[src/rtl/wdog_pkg.sv]
// Shared types and constants for the watchdog clock front end.
// Assumes a 16-bit register bus with two word registers.
package wdog_pkg;

    typedef enum logic [1:0] {
        SRC_INT  = 2'd0,
        SRC_LOW  = 2'd1,
        SRC_HIGH = 2'd2,
        SRC_EXT  = 2'd3
    } wd_src_e;

    typedef struct packed {
        logic       dbg_run;
        logic [1:0] div_sel;
        wd_src_e    src_sel;
    } wd_cfg_t;

    localparam logic [3:0] RUN_HALT_KEY = 4'hA;
    localparam logic       ADDR_CFG     = 1'b0;
    localparam logic       ADDR_CTL     = 1'b1;
    localparam int         CTL_CLR_BIT  = 4;

endpackage

[src/rtl/wdog_regs.sv]
// Register file: configuration (source, divider, debug-run) and control
// (run key, clear strobe). Writes are blocked while wr_prot is high.
// Assumes single-cycle write strobes; reads are combinational.
module wdog_regs
    import wdog_pkg::*;
(
    input  logic        clk,
    input  logic        rst_n,
    input  logic        bus_wr,
    input  logic        bus_addr,
    input  logic [15:0] bus_wdata,
    input  logic        wr_prot,
    output logic [15:0] bus_rdata,
    output wd_cfg_t     cfg,
    output logic [3:0]  run_key,
    output logic        clr_stb
);

    logic wr_ok;
    logic unused_wdata;

    assign wr_ok        = bus_wr && !wr_prot;
    assign unused_wdata = ^{bus_wdata[15:9], bus_wdata[7:6]};

    // Register update: configuration, run key and the one-cycle clear strobe.
    always_ff @(posedge clk) begin
        if (!rst_n) begin
            cfg     <= '0;
            run_key <= RUN_HALT_KEY;
            clr_stb <= 1'b0;
        end else begin
            clr_stb <= 1'b0;
            if (wr_ok && bus_addr == ADDR_CFG) begin
                cfg.src_sel <= wd_src_e'(bus_wdata[1:0]);
                cfg.div_sel <= bus_wdata[5:4];
                cfg.dbg_run <= bus_wdata[8];
            end
            if (wr_ok && bus_addr == ADDR_CTL) begin
                run_key <= bus_wdata[3:0];
                clr_stb <= bus_wdata[CTL_CLR_BIT];
            end
        end
    end

    // Read mux: unused bits and the clear strobe read as zero.
    always_comb begin
        if (bus_addr == ADDR_CFG) begin
            bus_rdata = {7'b0, cfg.dbg_run, 2'b0, cfg.div_sel, 2'b0, cfg.src_sel};
        end else begin
            bus_rdata = {12'b0, run_key};
        end
    end

    assert_prot_blocks_R3: assert property (@(posedge clk) disable iff (!rst_n)
        (bus_wr && wr_prot) |=> ($stable(cfg) && $stable(run_key) && !clr_stb));

    assert_open_write_R2: assert property (@(posedge clk) disable iff (!rst_n)
        (bus_wr && !wr_prot && bus_addr == ADDR_CTL) |=> (run_key == $past(bus_wdata[3:0])));

endmodule

[src/rtl/wdog_prescaler.sv]
// Source select and divider. Picks the tick input named by the source code
// and emits one single-cycle enable per 2^k selected ticks. The exponent k
// depends on the source and, for sources 0 and 2, on the divider field.
// Assumes LOW_LOG2 and BASE_LOG2+3 both fit the prescaler width.
module wdog_prescaler #(
    parameter int BASE_LOG2 = 11,
    parameter int LOW_LOG2  = 7
) (
    input  logic       clk,
    input  logic       rst_n,
    input  logic [3:0] src_tick,
    input  logic [1:0] src_sel,
    input  logic [1:0] div_sel,
    output logic       div_tick
);

    localparam int HI_LOG2 = BASE_LOG2 + 3;
    localparam int PW      = ((HI_LOG2 > LOW_LOG2) ? HI_LOG2 : LOW_LOG2) + 1;
    localparam int SW      = $clog2(PW + 1);

    logic [3:0]    src_hit;
    logic          sel_tick;
    logic [SW-1:0] shift_amt;
    logic [PW-1:0] lim;
    logic [PW-1:0] pcnt;
    logic [3:0]    prev_sel;
    logic          restart;

    // One-hot match of each tick input against the selected source code.
    for (genvar s = 0; s < 4; s++) begin : g_src
        assign src_hit[s] = src_tick[s] && (src_sel == 2'(s));
    end
    assign sel_tick = |src_hit;

    // Division exponent from the source and divider fields.
    always_comb begin
        case (src_sel)
            2'd1:    shift_amt = SW'(LOW_LOG2);
            2'd3:    shift_amt = '0;
            default: shift_amt = SW'(HI_LOG2) - SW'(div_sel);
        endcase
        lim = (PW'(1) << shift_amt) - PW'(1);
    end

    assign restart = ({src_sel, div_sel} != prev_sel);

    // Divider count; it restarts on a configuration change and fires on the limit.
    always_ff @(posedge clk) begin
        if (!rst_n) begin
            pcnt     <= '0;
            div_tick <= 1'b0;
            prev_sel <= '0;
        end else begin
            prev_sel <= {src_sel, div_sel};
            div_tick <= 1'b0;
            if (restart) begin
                pcnt <= '0;
            end else if (sel_tick) begin
                if (pcnt >= lim) begin
                    pcnt     <= '0;
                    div_tick <= 1'b1;
                end else begin
                    pcnt <= pcnt + PW'(1);
                end
            end
        end
    end

    assert_restart_zero_R12: assert property (@(posedge clk) disable iff (!rst_n)
        restart |=> (pcnt == '0 && !div_tick));

    assert_tick_from_sel_R7: assert property (@(posedge clk) disable iff (!rst_n)
        div_tick |-> $past(sel_tick));

endmodule

[src/rtl/wdog_counter.sv]
// Watchdog counter. Steps on the divided enable when the run key allows it
// and the debug gate is open. Clears on the strobe and wraps with a
// one-cycle timeout pulse. Assumes div_tick is a single-cycle enable.
module wdog_counter
    import wdog_pkg::*;
#(
    parameter int CNT_W = 10
) (
    input  logic             clk,
    input  logic             rst_n,
    input  logic             div_tick,
    input  logic [3:0]       run_key,
    input  logic             clr_stb,
    input  logic             dbg_halt,
    input  logic             dbg_run,
    output logic [CNT_W-1:0] cnt,
    output logic             timeout
);

    localparam logic [CNT_W-1:0] CNT_MAX = '1;

    logic running;
    logic gate_open;
    logic cnt_en;

    assign running   = (run_key != RUN_HALT_KEY);
    assign gate_open = dbg_run || !dbg_halt;
    assign cnt_en    = div_tick && running && gate_open;

    // Count update: clear first, then step with wrap and timeout pulse.
    always_ff @(posedge clk) begin
        if (!rst_n) begin
            cnt     <= '0;
            timeout <= 1'b0;
        end else begin
            timeout <= 1'b0;
            if (clr_stb) begin
                cnt <= '0;
            end else if (cnt_en) begin
                if (cnt == CNT_MAX) begin
                    cnt     <= '0;
                    timeout <= 1'b1;
                end else begin
                    cnt <= cnt + CNT_W'(1);
                end
            end
        end
    end

    assert_dbg_gate_R8: assert property (@(posedge clk) disable iff (!rst_n)
        (dbg_halt && !dbg_run && !clr_stb) |=> $stable(cnt));

    assert_key_stop_R9: assert property (@(posedge clk) disable iff (!rst_n)
        (run_key == RUN_HALT_KEY && !clr_stb) |=> $stable(cnt));

    assert_clear_R10: assert property (@(posedge clk) disable iff (!rst_n)
        clr_stb |=> (cnt == '0));

    assert_wrap_zero_R11: assert property (@(posedge clk) disable iff (!rst_n)
        timeout |-> (cnt == '0));

    assert_single_pulse_R11: assert property (@(posedge clk) disable iff (!rst_n)
        timeout |=> !timeout);

endmodule

[src/rtl/wdog_tick_ctrl.sv]
// Top of the watchdog clock front end: register file, source select and
// divider, and the run-controlled watchdog counter.
// Assumes all source ticks are synchronous single-cycle enables on clk.
module wdog_tick_ctrl
    import wdog_pkg::*;
#(
    parameter int BASE_LOG2 = 11,
    parameter int LOW_LOG2  = 7,
    parameter int CNT_W     = 10
) (
    input  logic             clk,
    input  logic             rst_n,
    input  logic             bus_wr,
    input  logic             bus_addr,
    input  logic [15:0]      bus_wdata,
    input  logic             wr_prot,
    output logic [15:0]      bus_rdata,
    input  logic [3:0]       src_tick,
    input  logic             dbg_halt,
    output logic [CNT_W-1:0] wd_count,
    output logic             wd_timeout
);

    wd_cfg_t    cfg;
    logic [3:0] run_key;
    logic       clr_stb;
    logic       div_tick;

    wdog_regs i_regs (
        .clk       (clk),
        .rst_n     (rst_n),
        .bus_wr    (bus_wr),
        .bus_addr  (bus_addr),
        .bus_wdata (bus_wdata),
        .wr_prot   (wr_prot),
        .bus_rdata (bus_rdata),
        .cfg       (cfg),
        .run_key   (run_key),
        .clr_stb   (clr_stb)
    );

    wdog_prescaler #(
        .BASE_LOG2 (BASE_LOG2),
        .LOW_LOG2  (LOW_LOG2)
    ) i_presc (
        .clk      (clk),
        .rst_n    (rst_n),
        .src_tick (src_tick),
        .src_sel  (cfg.src_sel),
        .div_sel  (cfg.div_sel),
        .div_tick (div_tick)
    );

    wdog_counter #(
        .CNT_W (CNT_W)
    ) i_cnt (
        .clk      (clk),
        .rst_n    (rst_n),
        .div_tick (div_tick),
        .run_key  (run_key),
        .clr_stb  (clr_stb),
        .dbg_halt (dbg_halt),
        .dbg_run  (cfg.dbg_run),
        .cnt      (wd_count),
        .timeout  (wd_timeout)
    );

endmodule

[config.mk]
export PLATFORM = sky130hd
export DESIGN_NAME = wdog_tick_ctrl
export DESIGN_NICKNAME = d
export VERILOG_FILES = /design/src/rtl/wdog_pkg.sv /design/src/rtl/wdog_regs.sv /design/src/rtl/wdog_prescaler.sv /design/src/rtl/wdog_counter.sv /design/src/rtl/wdog_tick_ctrl.sv
export SDC_FILE = /design/constraint.sdc
export NUM_CORES = 1
export LEC_CHECK = 0
export BUFFER_PORTS_ARGS = -buffer_cell sky130_fd_sc_hd__buf_4
export CORE_ASPECT_RATIO = 1.1
export CORE_MARGIN = 1.5
export CORE_UTILIZATION = 43
export CTS_CLUSTER_DIAMETER = 200
export DETAILED_ROUTE_END_ITERATION = 8
export PLACE_DENSITY = 0.66
export SYNTH_ARGS = -nofsm -noshare
export SYNTH_HDL_FRONTEND = slang
export SYNTH_SLANG_ARGS = --single-unit
[constraint.sdc]
create_clock -name clk -period 3.5 [get_ports clk]
set_input_delay 0.175 -clock clk [delete_from_list [all_inputs] [get_ports clk]]
set_output_delay 0.175 -clock clk [all_outputs]
set_load 0.02 [all_outputs]
---- Word-level counts from Yosys, hierarchy flattened ----
Index checks and enable logic that the tools add are counted.
cells by class
  mux-type cells .......................... 6
  equality and inequality tests ........... 6
  add/subtract/negate cells ............... 4
  shifts and indexed selects .............. 1
  reductions and logical operators ........ 19
  bitwise gates (word level) .............. 4
  magnitude comparators ................... 1
operator list
  kind                     count
  $add A15 B1 Y15 const B  1
  $ge A15 B15 Y1           1
  $mux W15                 1
  $shl A1 B4 Y15 const A   1
  $sub A15 B2 Y15 const B  1
  $add A10 B1 Y10 const B  1
  $eq A10 B10 Y1 const B   1
  $mux W10                 1
  $logic_and A1 B1 Y1      9
  $mux W9                  1
  $pmux W4 S2              1
  $reduce_or A3 Y1         2
  $eq A2 B2 Y1 const B     2
  $ne A4 B4 Y1             1
  $ne A4 B4 Y1 const B     1
  $not A1 Y1               4
  $reduce_or A2 Y1         2
  $reduce_or A4 Y1         1
  $sub A2 B3 Y4 const A    1
  $eq A2 B1 Y1 const B     1
  $logic_not A1 Y1         2
  $logic_not A2 Y1         1
  $mux W1                  2
  $reduce_and A2 Y1        1
  $logic_or A1 B1 Y1       1
storage, ports and cells
  output and inout bits ................... 27
  register bits ........................... 41

---- Logic depth before layout (Yosys ltp) ----
Gate-level depths: netlist (run 1).
  depth after elaboration ................. 6
  depth in mapped cells ................... 10

---- Cells and area by module ----
From an unflattened synthesis (run 1), not the netlist that was laid out.
second synthesis, totals
  cell total of the unflattened synthesis .. 275
  area total of the unflattened synthesis .. 2,443.6 sq um
modules (own cells, without submodules)
  module          cells an instance  instances  area each (sq um)  sequential area each (sq um)
  wdog_prescaler  152                1          1,308.8            400.4
  wdog_counter    64                 1          584.3              220.2
  wdog_regs       59                 1          550.5              200.2

---- Worst setup path before layout (run 1) ----
OpenSTA, ideal clock, no wires.
  kind .................................... register -> register
  from .................................... register i_regs.cfg[2] (netlist name)
  to ...................................... register i_presc.pcnt[0]
  data required time ...................... 3.436 ns
  cell stages (with the launch flop) ...... 10
  setup slack ............................. 0.795 ns
  arrival ................................. 2.641 ns
  library setup time ...................... 0.064 ns
  clock period less this slack ............ 2.705 ns
  path through ............................ dfxtp_1 -> ha_1 -> or3_1 -> or2_2 -> ha_1 -> and4_1 -> a2111oi_1 -> o211ai_2 -> buf_6 -> nor2_1
on the way
  cells in the longest elaborated chain, start to end .. 6
  elaborated cells on any way between the ends .. 8
  those cells by class .................... add/sub (2); order compare (1); eq/ne (1); shift (1); mux (2); reduce/logical (1)
ends and longest elaborated chain
  what                  RTL line              source
  $sub A2 B3 Y4         wdog_prescaler.sv:40  default: shift_amt = SW'(HI_LOG2) - SW'(div_sel);
  $pmux W4 S2           wdog_prescaler.sv:37  case (src_sel)
  $shl A1 B4 Y15        wdog_prescaler.sv:42  lim = (PW'(1) << shift_amt) - PW'(1);
  $sub A15 B2 Y15       wdog_prescaler.sv:42
  $ge A15 B15 Y1        wdog_prescaler.sv:59  if (pcnt >= lim) begin
  $mux W15              wdog_prescaler.sv:59
  to (signal assigned)  wdog_prescaler.sv:63  pcnt <= pcnt + PW'(1);
  to (decl)             wdog_prescaler.sv:25  logic [PW-1:0] pcnt;
Parallel ways exist; a longest one is shown, timed or not.
A chain may end at the register's enable or synchronous reset.

---- Final worst setup path (run 1) ----
  from .................................... register i_regs.cfg[2] (netlist name)
  to ...................................... register i_presc.pcnt[13]
on the way
  cells in the longest elaborated chain, start to end .. 6
  elaborated cells on any way between the ends .. 8
  those cells by class .................... add/sub (2); order compare (1); eq/ne (1); shift (1); mux (2); reduce/logical (1)
ends and longest elaborated chain
  what             RTL line
  $sub A2 B3 Y4    wdog_prescaler.sv:40
  $pmux W4 S2      wdog_prescaler.sv:37
  $shl A1 B4 Y15   wdog_prescaler.sv:42
  $sub A15 B2 Y15  wdog_prescaler.sv:42
  $ge A15 B15 Y1   wdog_prescaler.sv:59
  $mux W15         wdog_prescaler.sv:59
Parallel ways exist; a longest one is shown, timed or not.

==> impl_metrics.toml, run 1 <==
[status]
outcome = "completed"

[finish]
final_cell_mix = "dfxtp_1, buf_4, nor2_1"
drive_above_1_share_pct = 18.7
final_cells = 342
final_common_cell = "dfxtp_1"
final_area_um2 = 2640
utilization_pct = 52.0
area_delta_synth_final_pct = 15.1
nets = 327
diodes = 0

[clock_tree]
clockBufferDepth = 2
cts_buffers = 5
cts-root-buf = "clkbuf_8"
cts_tree = "done"
clk_latency_ns = 0.29
post_cts_buffers = 0
clkTransAtPathRegs_ns = 0.07
cts_max_level = 2
ctsResizeCount = 0
cts_hold_buf = 0
clkSinkCount = 41

[synthesis]
yosysTopAreaCell = "dfxtp_1"
synthDominantCellAreaShare_pct = 35.8
synth_cell_types = 39
synthSimpleGateAreaFrac_pct = 25.2
synth_area_leaders = "dfxtp_1, ha_1, xor2_1, nor2_1, mux2i_1"
synth_seq_cells = 41
synth-main-ff-cell = "dfxtp_1"
synth_xor_area_share_pct = 10.3
synthAdderAreaFrac_pct = 9.84
synth-edff-count = 0
synth_top_family_by_area = "simple AND/OR/NAND/NOR gates"
avgSynthCellArea_um2 = 9.16
synthMuxAreaShare_pct = 6.78
netlist_instances = 250
synth.yosys.seq_area_share_pct = 35.8
ys_warn_count = 0
synth-compound-area-share_pct = 5.90
synthesis.area_um2 = 2290
async_reset_ff_share_pct = 0

[detailed_routing]
dr_total_vias = 1726
ant_nets = 0
route.detailed.drc = 0
drt_iter0_drc = 89
dr.pass1.iters = 4
routed_wl_um = 4270
avgViaCountPerCell = 5.05
wl_per_cell_um = 12.5

[timing]
setup_ws_ns = 0.339
min_period_ns = 3.16
slew_headroom_pct = 55.8
rsz0062_at_grt = "false"
fin_skew_ns = 0.00380
report.final.slew_viol_count = 0
finalSetupTns_ns = 0
setup-violations-final = 0
hold_violations = 0
worst_slew_pin_slew_ns = 0.662
fin_crit_sh_pct = 90.3
max_freq_ghz = 0.316

[setup_path]
crit_required_ns = 3.71
end_kind = "register"
crit_fanout = 15
path_class = "register to register"
start_kind = "register"
cp.arrival_ns = 3.38

[grt]
grt_pass1_wl_um = 7020
grt-ovfl-total = 0
grt_max_degree = 17
first_global_vias = 1524
grt.total_usage_pct = 15.5
antenna_found_initial = 0

[power]
p_switching_mw = 0.215
ir_drop_mv = 0.154
p_comb_share_pct = 10.4
pwr-share-seq_pct = 52.9
netSwitchingFraction_pct = 23.7
internal_power_mw = 0.693
p_clk_share_pct = 36.8
power.leakage_nw = 1.18
powerDensity_nw_per_um2 = 345

[die]
die_x_um = 72.6
ios = 53
die_area_um2 = 5770
die_height_um = 79.5
num_rows = 27
start_util_pct = 45.2
core_um2 = 5070

[placed_design]
hpwl_um = 3240
placed_area_um2 = 2530
gp_congestion = 0.778
dp_slack_ns = 0.329
dp.cells = 334
placement.io_buffers = 34

[worst_hold_path]
hold_class = "input pin to register"

[job]
cap_violations = 0
cells by family after synthesis:
| family | after synthesis |
|---|---|
| AO/OA/AOI/OAI | 20 |
| XOR/XNOR | 27 |
| adder cells (fa/ha/maj) | 18 |
| buffers and inverters | 21 |
| flip-flops | 41 |
| multiplexers | 14 |
| other | 1 |
| AND/OR/NAND/NOR | 108 |
sequential cells by signal, indices dropped and copies added (netlist names):
name	count
i_cnt.cnt	10
i_regs.cfg	5
i_presc.prev_sel	4
i_regs.run_key	4
i_cnt.timeout	1
i_presc.div_tick	1
i_presc.pcnt	15
i_regs.clr_stb	1
worst max-delay path: stages, from the launching register on:
cell and delay [ns]:
dfxtp_1 0.43, ha_1 0.30, or3_1 0.36, or2_2 0.29, ha_1 0.31, nand4_1 0.13
nor4_1 0.08, a2111oi_1 0.59, o211ai_2 0.39, nor2_1 0.21
per-stage QoR:
stage          hold WS [ns]  power [mW]
2_1_floorplan         0.289       0.565
4_1_cts              0.0918       0.922
5_1_grt              0.0976       0.953
3_5_place_dp          0.399       0.586
6_report              0.102       0.909
3_3_place_gp          0.391       0.585
path summary, 6_finish.rpt:
path / from / to / slack [ns] / depth (start not counted)
worst max-delay path: i_regs.cfg[2] / i_presc.pcnt[13] / 0.34 / 9
worst min-delay path: bus_wdata[3] / i_regs.run_key[3] / 0.10 / 3
worst min register to register: i_regs.run_key[1] / i_regs.run_key[1] / 0.51 / 2
worst max register to register: i_regs.cfg[2] / i_presc.pcnt[13] / 0.34 / 9
power groups by stage:
| stage | combinational (mW) | sequential, mW | clock, mW |
|---|---|---|---|
| 2_1_floorplan | 0.0758 | 0.489 | 0 |
| 3_3_place_gp | 0.0937 | 0.491 | 0 |
| 3_5_place_dp | 0.0949 | 0.491 | 0 |
| 4_1_cts | 0.0951 | 0.480 | 0.347 |
| 5_1_grt | 0.104 | 0.481 | 0.368 |
| 6_report | 0.0943 | 0.480 | 0.334 |
synthesized netlist by cell type (all sizes together), types with 5 or more instances:
library cell	number
and2	10
buf	13
nand2	15
a21oi	5
mux2i	11
nand3	8
xnor2	8
o21ai	5
nor2b	9
dfxtp	41
nor2	32
nand4	10
ha	18
and4	6
xor2	19
final cells by class:
class | instances | area [um^2]
flip-flops and latches | 41 | 821
clock inverters | 1 | 5.00
clock buffers | 7 | 96.3
inverters | 4 | 15.0
repair buffers | 35 | 263
fillers | 494 | 2430
multi-input cells | 196 | 1360
well taps | 58 | 72.6
per-layer routing:
metal / global-route usage [%] / share of wire [%] / up-vias
met1: 19.3 / 48 / 779
met5: 0 / 0 / -
met2: 25.7 / 46 / 32
met3: 3.91 / 4.4 / 5
met4: 5.66 / 1.6 / 0
li1: - / - / 910
Note: power is estimated with default switching activity, not from simulation.
==> run 2: changes to the inputs <==
Settings changed: CAP_MARGIN set to 20, PLACE_DENSITY 0.66 to 0.65, SYNTH_HIERARCHICAL set to 1.
==> impl_metrics.toml, run 2 <==
[finish]
diodes = 0
area_delta_synth_final_pct = 14.9
registers.top_by_ff_count = "i_presc/pcnt"
final_cells = 384
reg.largest.list = "i_presc/pcnt: 15 flops, i_cnt/cnt: 10 flops, i_regs/cfg: 5 flops"
final_cell_mix = "dfxtp_1, buf_4, nand2_1"
final_common_cell = "dfxtp_1"
nets = 352
drive_above_1_share_pct = 21.0
largest_reg_flops = 15
utilization_pct = 51.7

[clock_tree]
cts_hold_buf = 0
post_cts_buffers = 0
cts_tree = "done"
clkSinkCount = 41
cts_buffers = 5
cts_max_level = 2
clk_latency_ns = 0.29
cts-root-buf = "clkbuf_8"
clkTransAtPathRegs_ns = 0.08
clockBufferDepth = 2
ctsResizeCount = 0

[die]
die_area_um2 = 6140
die_x_um = 74.9
ios = 53
core_um2 = 5430
die_height_um = 82.1
num_rows = 28
start_util_pct = 45.0

[synthesis]
synth_most_common_cell = "dfxtp_1"
ys_warn_count = 6
synth_seq_cells = 41
synth-main-ff-cell = "dfxtp_1"
netlist_instances = 275
synth.yosys.seq_area_share_pct = 33.6
synthDominantCellAreaShare_pct = 33.6
synth.cells.most_frequent = "dfxtp_1, nand2_1, nor2_1, ha_1, a21oi_1"
yosysTopAreaCell = "dfxtp_1"
avgSynthCellArea_um2 = 8.89
async_reset_ff_share_pct = 0
synth-edff-count = 0
synthesis.area_um2 = 2440
synth_cell_types = 55
synth_area_leaders = "dfxtp_1, ha_1, nand2_1, xor2_1, a21oi_1"

[setup_path]
r2r_slack_ns = 0.87
crit_required_ns = 3.73
crit_fanout = 13
start_kind = "register"
end_kind = "register"
cp.arrival_ns = 2.86
path_class = "register to register"

[status]
outcome = "completed"

[detailed_routing]
dr_total_vias = 1945
route.detailed.drc = 0
routed_wl_um = 4490
wl_per_cell_um = 11.7
ant_nets = 0
avgViaCountPerCell = 5.07
dr.pass1.iters = 4
drt_iter0_drc = 71

[timing]
rsz0062_at_grt = "false"
fin_crit_sh_pct = 75.0
hold_violations = 0
slew_headroom_pct = 56.2
finalSetupTns_ns = 0
max_freq_ghz = 0.381
report.final.slew_viol_count = 0
worst_slew_pin_slew_ns = 0.650
min_period_ns = 2.63
fin_skew_ns = 0.0106
setup-violations-final = 0
hold_ws_ns = 0.114

[grt]
antenna_found_initial = 0
first_global_vias = 1642
grt_pass1_wl_um = 7400
grt_max_degree = 24
grt.total_usage_pct = 15.3
grt-ovfl-total = 0

[placed_design]
dp.cells = 376
gp_congestion = 0.762
placement.io_buffers = 34
hpwl_um = 3300

[power]
finalPower_mw = 0.909
p_comb_share_pct = 11.2
power.leakage_nw = 1.23
powerDensity_nw_per_um2 = 324
p_clk_share_pct = 35.9
p_switching_mw = 0.233
internal_power_mw = 0.676
netSwitchingFraction_pct = 25.6
pwr-share-seq_pct = 52.9
ir_drop_mv = 0.171

[job]
cap_violations = 0

[worst_hold_path]
hold_class = "input pin to register"
-- run 2: cell types whose count changed after synthesis, moves of 4 or more --
cell / before / now
a21oi_1: 5 / 17
xor2_1: 19 / 10
and2_1: 10 / 5
nor2_1: 32 / 19
nor2b_1: 9 / 1
inv_1: 4 / 8
nand2_1: 15 / 33
a21o_1: 2 / 6
-- run 2: per-layer routing --
layer  track usage, %  vias to the layer above  share of wire (%)
li1                 -                     1020                  -
met1             19.7                      888                 50
met2             24.8                       32                 46
met3             3.68                        5                3.1
met4             5.45                        0                1.3
met5                0                        -                  0
-- run 2: layout make-up --
class	count	area, um^2
Tap cell	75	93.8
Clock buffer	6	82.6
Timing Repair Buffer	35	263
Fill cell	516	2620
Multi-Input combinational cell	217	1500
Inverter	8	30.0
Sequential cell	41	821
Clock inverter	2	13.8
-- run 2: final timing paths --
path,start,end,depth (start not counted)
max reg2reg,i_regs/cfg[0],i_presc/pcnt[6],10
min,bus_wdata[4],i_regs/clr_stb,2
min reg2reg,i_regs/run_key[2],i_regs/run_key[2],2
max,i_regs/cfg[0],i_presc/pcnt[6],10
-- run 2: kinds of logic after synthesis --
group	count (synthesis)	synth area share [%]
other	1	0.153
adder cells (fa/ha/maj)	18	9.22
multiplexers	12	5.58
XOR/XNOR	16	5.73
buffers and inverters	25	6.09
AO/OA/AOI/OAI	43	11.2
AND/OR/NAND/NOR	119	28.5
flip-flops	41	33.6
-- run 2: stage by stage --
stage / setup slack [ns] / area [um^2]
finish: 0.874 / 2810
global route: 0.653 / 2810
CTS: 0.818 / 2810
detailed placement: 0.857 / 2710
global placement: 0.891 / 2710
floorplan: 1.10 / 2470
-- run 2: power by group through the flow --
stage                     registers (mW)  clock network, mW  logic [mW]
after global routing               0.482              0.359       0.114
after global placement             0.492                  0       0.101
after detailed placement           0.492                  0       0.103
after floorplan                    0.490                  0      0.0810
final                              0.481              0.326       0.102
after CTS                          0.481              0.336       0.103
-- run 2: critical path, cell delays in order, from the launching register on --
cell      delay (ns)
dfxtp_1         0.31
buf_4           0.18
and2_1          0.32
inv_1           0.08
ha_1            0.26
nand2b_1        0.14
a211oi_1        0.24
o221ai_1        0.17
a211o_1         0.38
a21o_1          0.33
nor2_1          0.15
==> run 3: changes to the inputs <==
Settings changed: ABC_AREA set to 1, PLACE_DENSITY 0.65 to unset.
Clock period 3.5 ns to 2.7 ns, I/O delays scaled along.
==> impl_metrics.toml, run 3 <==
[setup_path]
cpMostUsedCell = "nor2_1"
cp.depth = 13
worstRegToRegCells = 13
critPathSlowestCell = "dfxtp_1"
path_class = "register to register"
r2r-end = "i_presc/pcnt[3]"
critPathTopFamily = "simple AND/OR/NAND/NOR gates"
crit_required_ns = 2.87
r2r_slack_ns = 0.37
crit_fanout = 15
startpoint = "i_regs/cfg[3]"
cpPeakStageDelay_ns = 0.40
path_cells = "ha_1, o21ai_0, o21ai_0, ha_1, nand2_1, nor2_1, nand2_1, nor2_1, nor2_1, nand3_1, nand2_1, nand2_2, nor2_1"
worst_setup_path_endpoint = "i_presc/pcnt[3]"
start_kind = "register"
cp.arrival_ns = 2.50
worstReg2RegStart = "i_regs/cfg[3]"
worst-path-buf-inv = 0
end_kind = "register"

[status]
outcome = "completed"

[placed_design]
gp_congestion = 0.767
hpwl_um = 3910
placed_area_um2 = 2910
placement.io_buffers = 34

[timing]
rsz0062_at_grt = "false"
fin_crit_sh_pct = 86.4
report.final.slew_viol_count = 0
setup-violations-final = 0
min_period_ns = 2.33
hold_violations = 0
max_freq_ghz = 0.429
fin_skew_ns = 0.00420
finalSetupTns_ns = 0

[synthesis]
synth_seq_cells = 41
synthesis.area_um2 = 2650
synth-main-ff-cell = "dfxtp_1"
netlist_instances = 378
synth.yosys.seq_area_share_pct = 30.9
avgSynthCellArea_um2 = 7.02
synth_area_leaders = "dfxtp_1, nand2_1, ha_1, nor2_1, inv_1"
synth-edff-count = 0
synth_cell_types = 31
synth.cells.most_frequent = "nand2_1, nor2_1, inv_1, dfxtp_1, nand3_1"
synth_most_common_cell = "nand2_1"
ys_warn_count = 6
yosysTopAreaCell = "dfxtp_1"
synthDominantCellAreaShare_pct = 30.9
async_reset_ff_share_pct = 0

[detailed_routing]
route.detailed.drc = 0
avgViaCountPerCell = 4.55
ant_nets = 0
top_layer_used = "met4"
dr_total_vias = 2235
drt_iter0_drc = 51
routed_wl_um = 5060
wl_per_cell_um = 10.3
dr.pass1.iters = 4
drt-met1-wl_um = 2440
met2WireLength_um = 2410
wl_met3_um = 168

[power]
powerDensity_nw_per_um2 = 423
ir_drop_mv = 0.243
power.leakage_nw = 1.50

[die]
die_area_um2 = 6650
start_util_pct = 45.1
core_um2 = 5880
die_x_um = 77.9
num_rows = 29
die_height_um = 85.4
ios = 53

[clock_tree]
cts_hold_buf = 0
cts_buffers = 5
clkSinkCount = 41
clkTransAtPathRegs_ns = 0.08
ctsResizeCount = 0
post_cts_buffers = 0
cts_max_level = 2
cts-root-buf = "clkbuf_8"
clk_latency_ns = 0.28
clockBufferDepth = 2
cts_tree = "done"

[finish]
drive_above_1_share_pct = 17.6
nets = 458
registers.top_by_ff_count = "i_presc/pcnt"
final_area_um2 = 3020
final_cell_mix = "nand2_1, nor2_1, inv_1"
reg.largest.list = "i_presc/pcnt: 15 flops, i_cnt/cnt: 10 flops, i_regs/cfg: 5 flops"
largest_reg_flops = 15
area_delta_synth_final_pct = 13.7
n_fill_cell = 605
diodes = 0
final_common_cell = "nand2_1"

[grt]
grt.total_usage_pct = 16.1
grt_pass1_wl_um = 8650
first_global_vias = 2025
grt_max_degree = 19
grt-ovfl-total = 0
antenna_found_initial = 0

[job]
cap_violations = 0

[worst_hold_path]
hold_class = "input pin to register"
==> run 3: cell count changes in the layout (fill, tap and decap cells not counted), sizes merged, moves of 5 or more <==
cell    before  now
mux2i        8    0
nor2        19   60
nor3         1    6
inv          8   56
a21oi       18   10
and2         8    1
and3         7    1
a21o         6    0
nand2b       7    0
nand2       34  100
nand3        9   30
==> run 3: stage by stage <==
stage / util [%] / total power, mW / setup WS [ns] / hold slack, ns / instances
2_1_floorplan: - / 0.784 / 0.622 / 0.228 / 386
3_3_place_gp: 49.6 / 0.818 / 0.401 / 0.359 / 484
3_5_place_dp: 49.6 / 0.820 / 0.342 / 0.374 / 484
4_1_cts: 51.3 / 1.30 / 0.333 / 0.0709 / 491
5_1_grt: 51.3 / 1.36 / 0.0732 / 0.0806 / 491
6_report: 51.3 / 1.28 / 0.367 / 0.0745 / 491
==> run 3: tightest hold or removal path: cells and delay by family <==
kind                   cells  cell delay [ns]
and+or+nand+nor            2             0.11
buffers and inverters      1             0.08
==> run 3: per-layer routing <==
| metal | vias to the layer above | GRT usage, % |
|---|---|---|
| met5 | - | 0 |
| met4 | 0 | 3.90 |
| met3 | 4 | 3.66 |
| met2 | 31 | 28.6 |
| met1 | 975 | 19.6 |
| li1 | 1225 | - |
==> run 3: layout make-up <==
cell class	count	area [um^2]	share of cell area, %
Clock inverter	2	35.0	1.16
Multi-Input combinational cell	273	1510	50.0
Tap cell	77	96.3	3.19
Clock buffer	5	68.8	2.28
Sequential cell	41	821	27.2
Timing Repair Buffer	37	278	9.20
Inverter	56	210	6.97
==> run 3: kinds of logic (layout without fill, tap and decap cells) <==
family / Yosys count / after routing / share of synthesized area (%)
DFF: 41 / 41 / 30.9
other: 1 / 9 / 0.141
AOI/OAI and AO/OA: 20 / 20 / 3.87
adders and majority gates: 18 / 18 / 8.49
xor gates and xnor gates: 17 / 17 / 5.61
buffers and inverters: 72 / 100 / 13.3
and+or+nand+nor: 209 / 209 / 37.6
==> run 3: worst min path at each step <==
stage,start,to,slack (ns),cells after the start
after CTS,bus_wdata[5],i_regs/cfg[3],0.07,3
after global placement,bus_wdata[5],i_regs/cfg[3],0.36,3
after global routing,bus_wdata[0],i_regs/run_key[0],0.08,3
after detailed placement,bus_wdata[5],i_regs/cfg[3],0.37,3
after floorplan,rst_n,i_presc/prev_sel[0],0.23,2
final,bus_wdata[5],i_regs/cfg[3],0.07,3
==> run 3: report_power, final <==
| group | internal [mW] | total, mW | switching (mW) |
|---|---|---|---|
| clock | 0.269 | 0.473 | 0.204 |
| combinational | 0.0651 | 0.175 | 0.110 |
| sequential | 0.617 | 0.628 | 0.0113 |
| total | 0.951 | 1.28 | 0.325 |
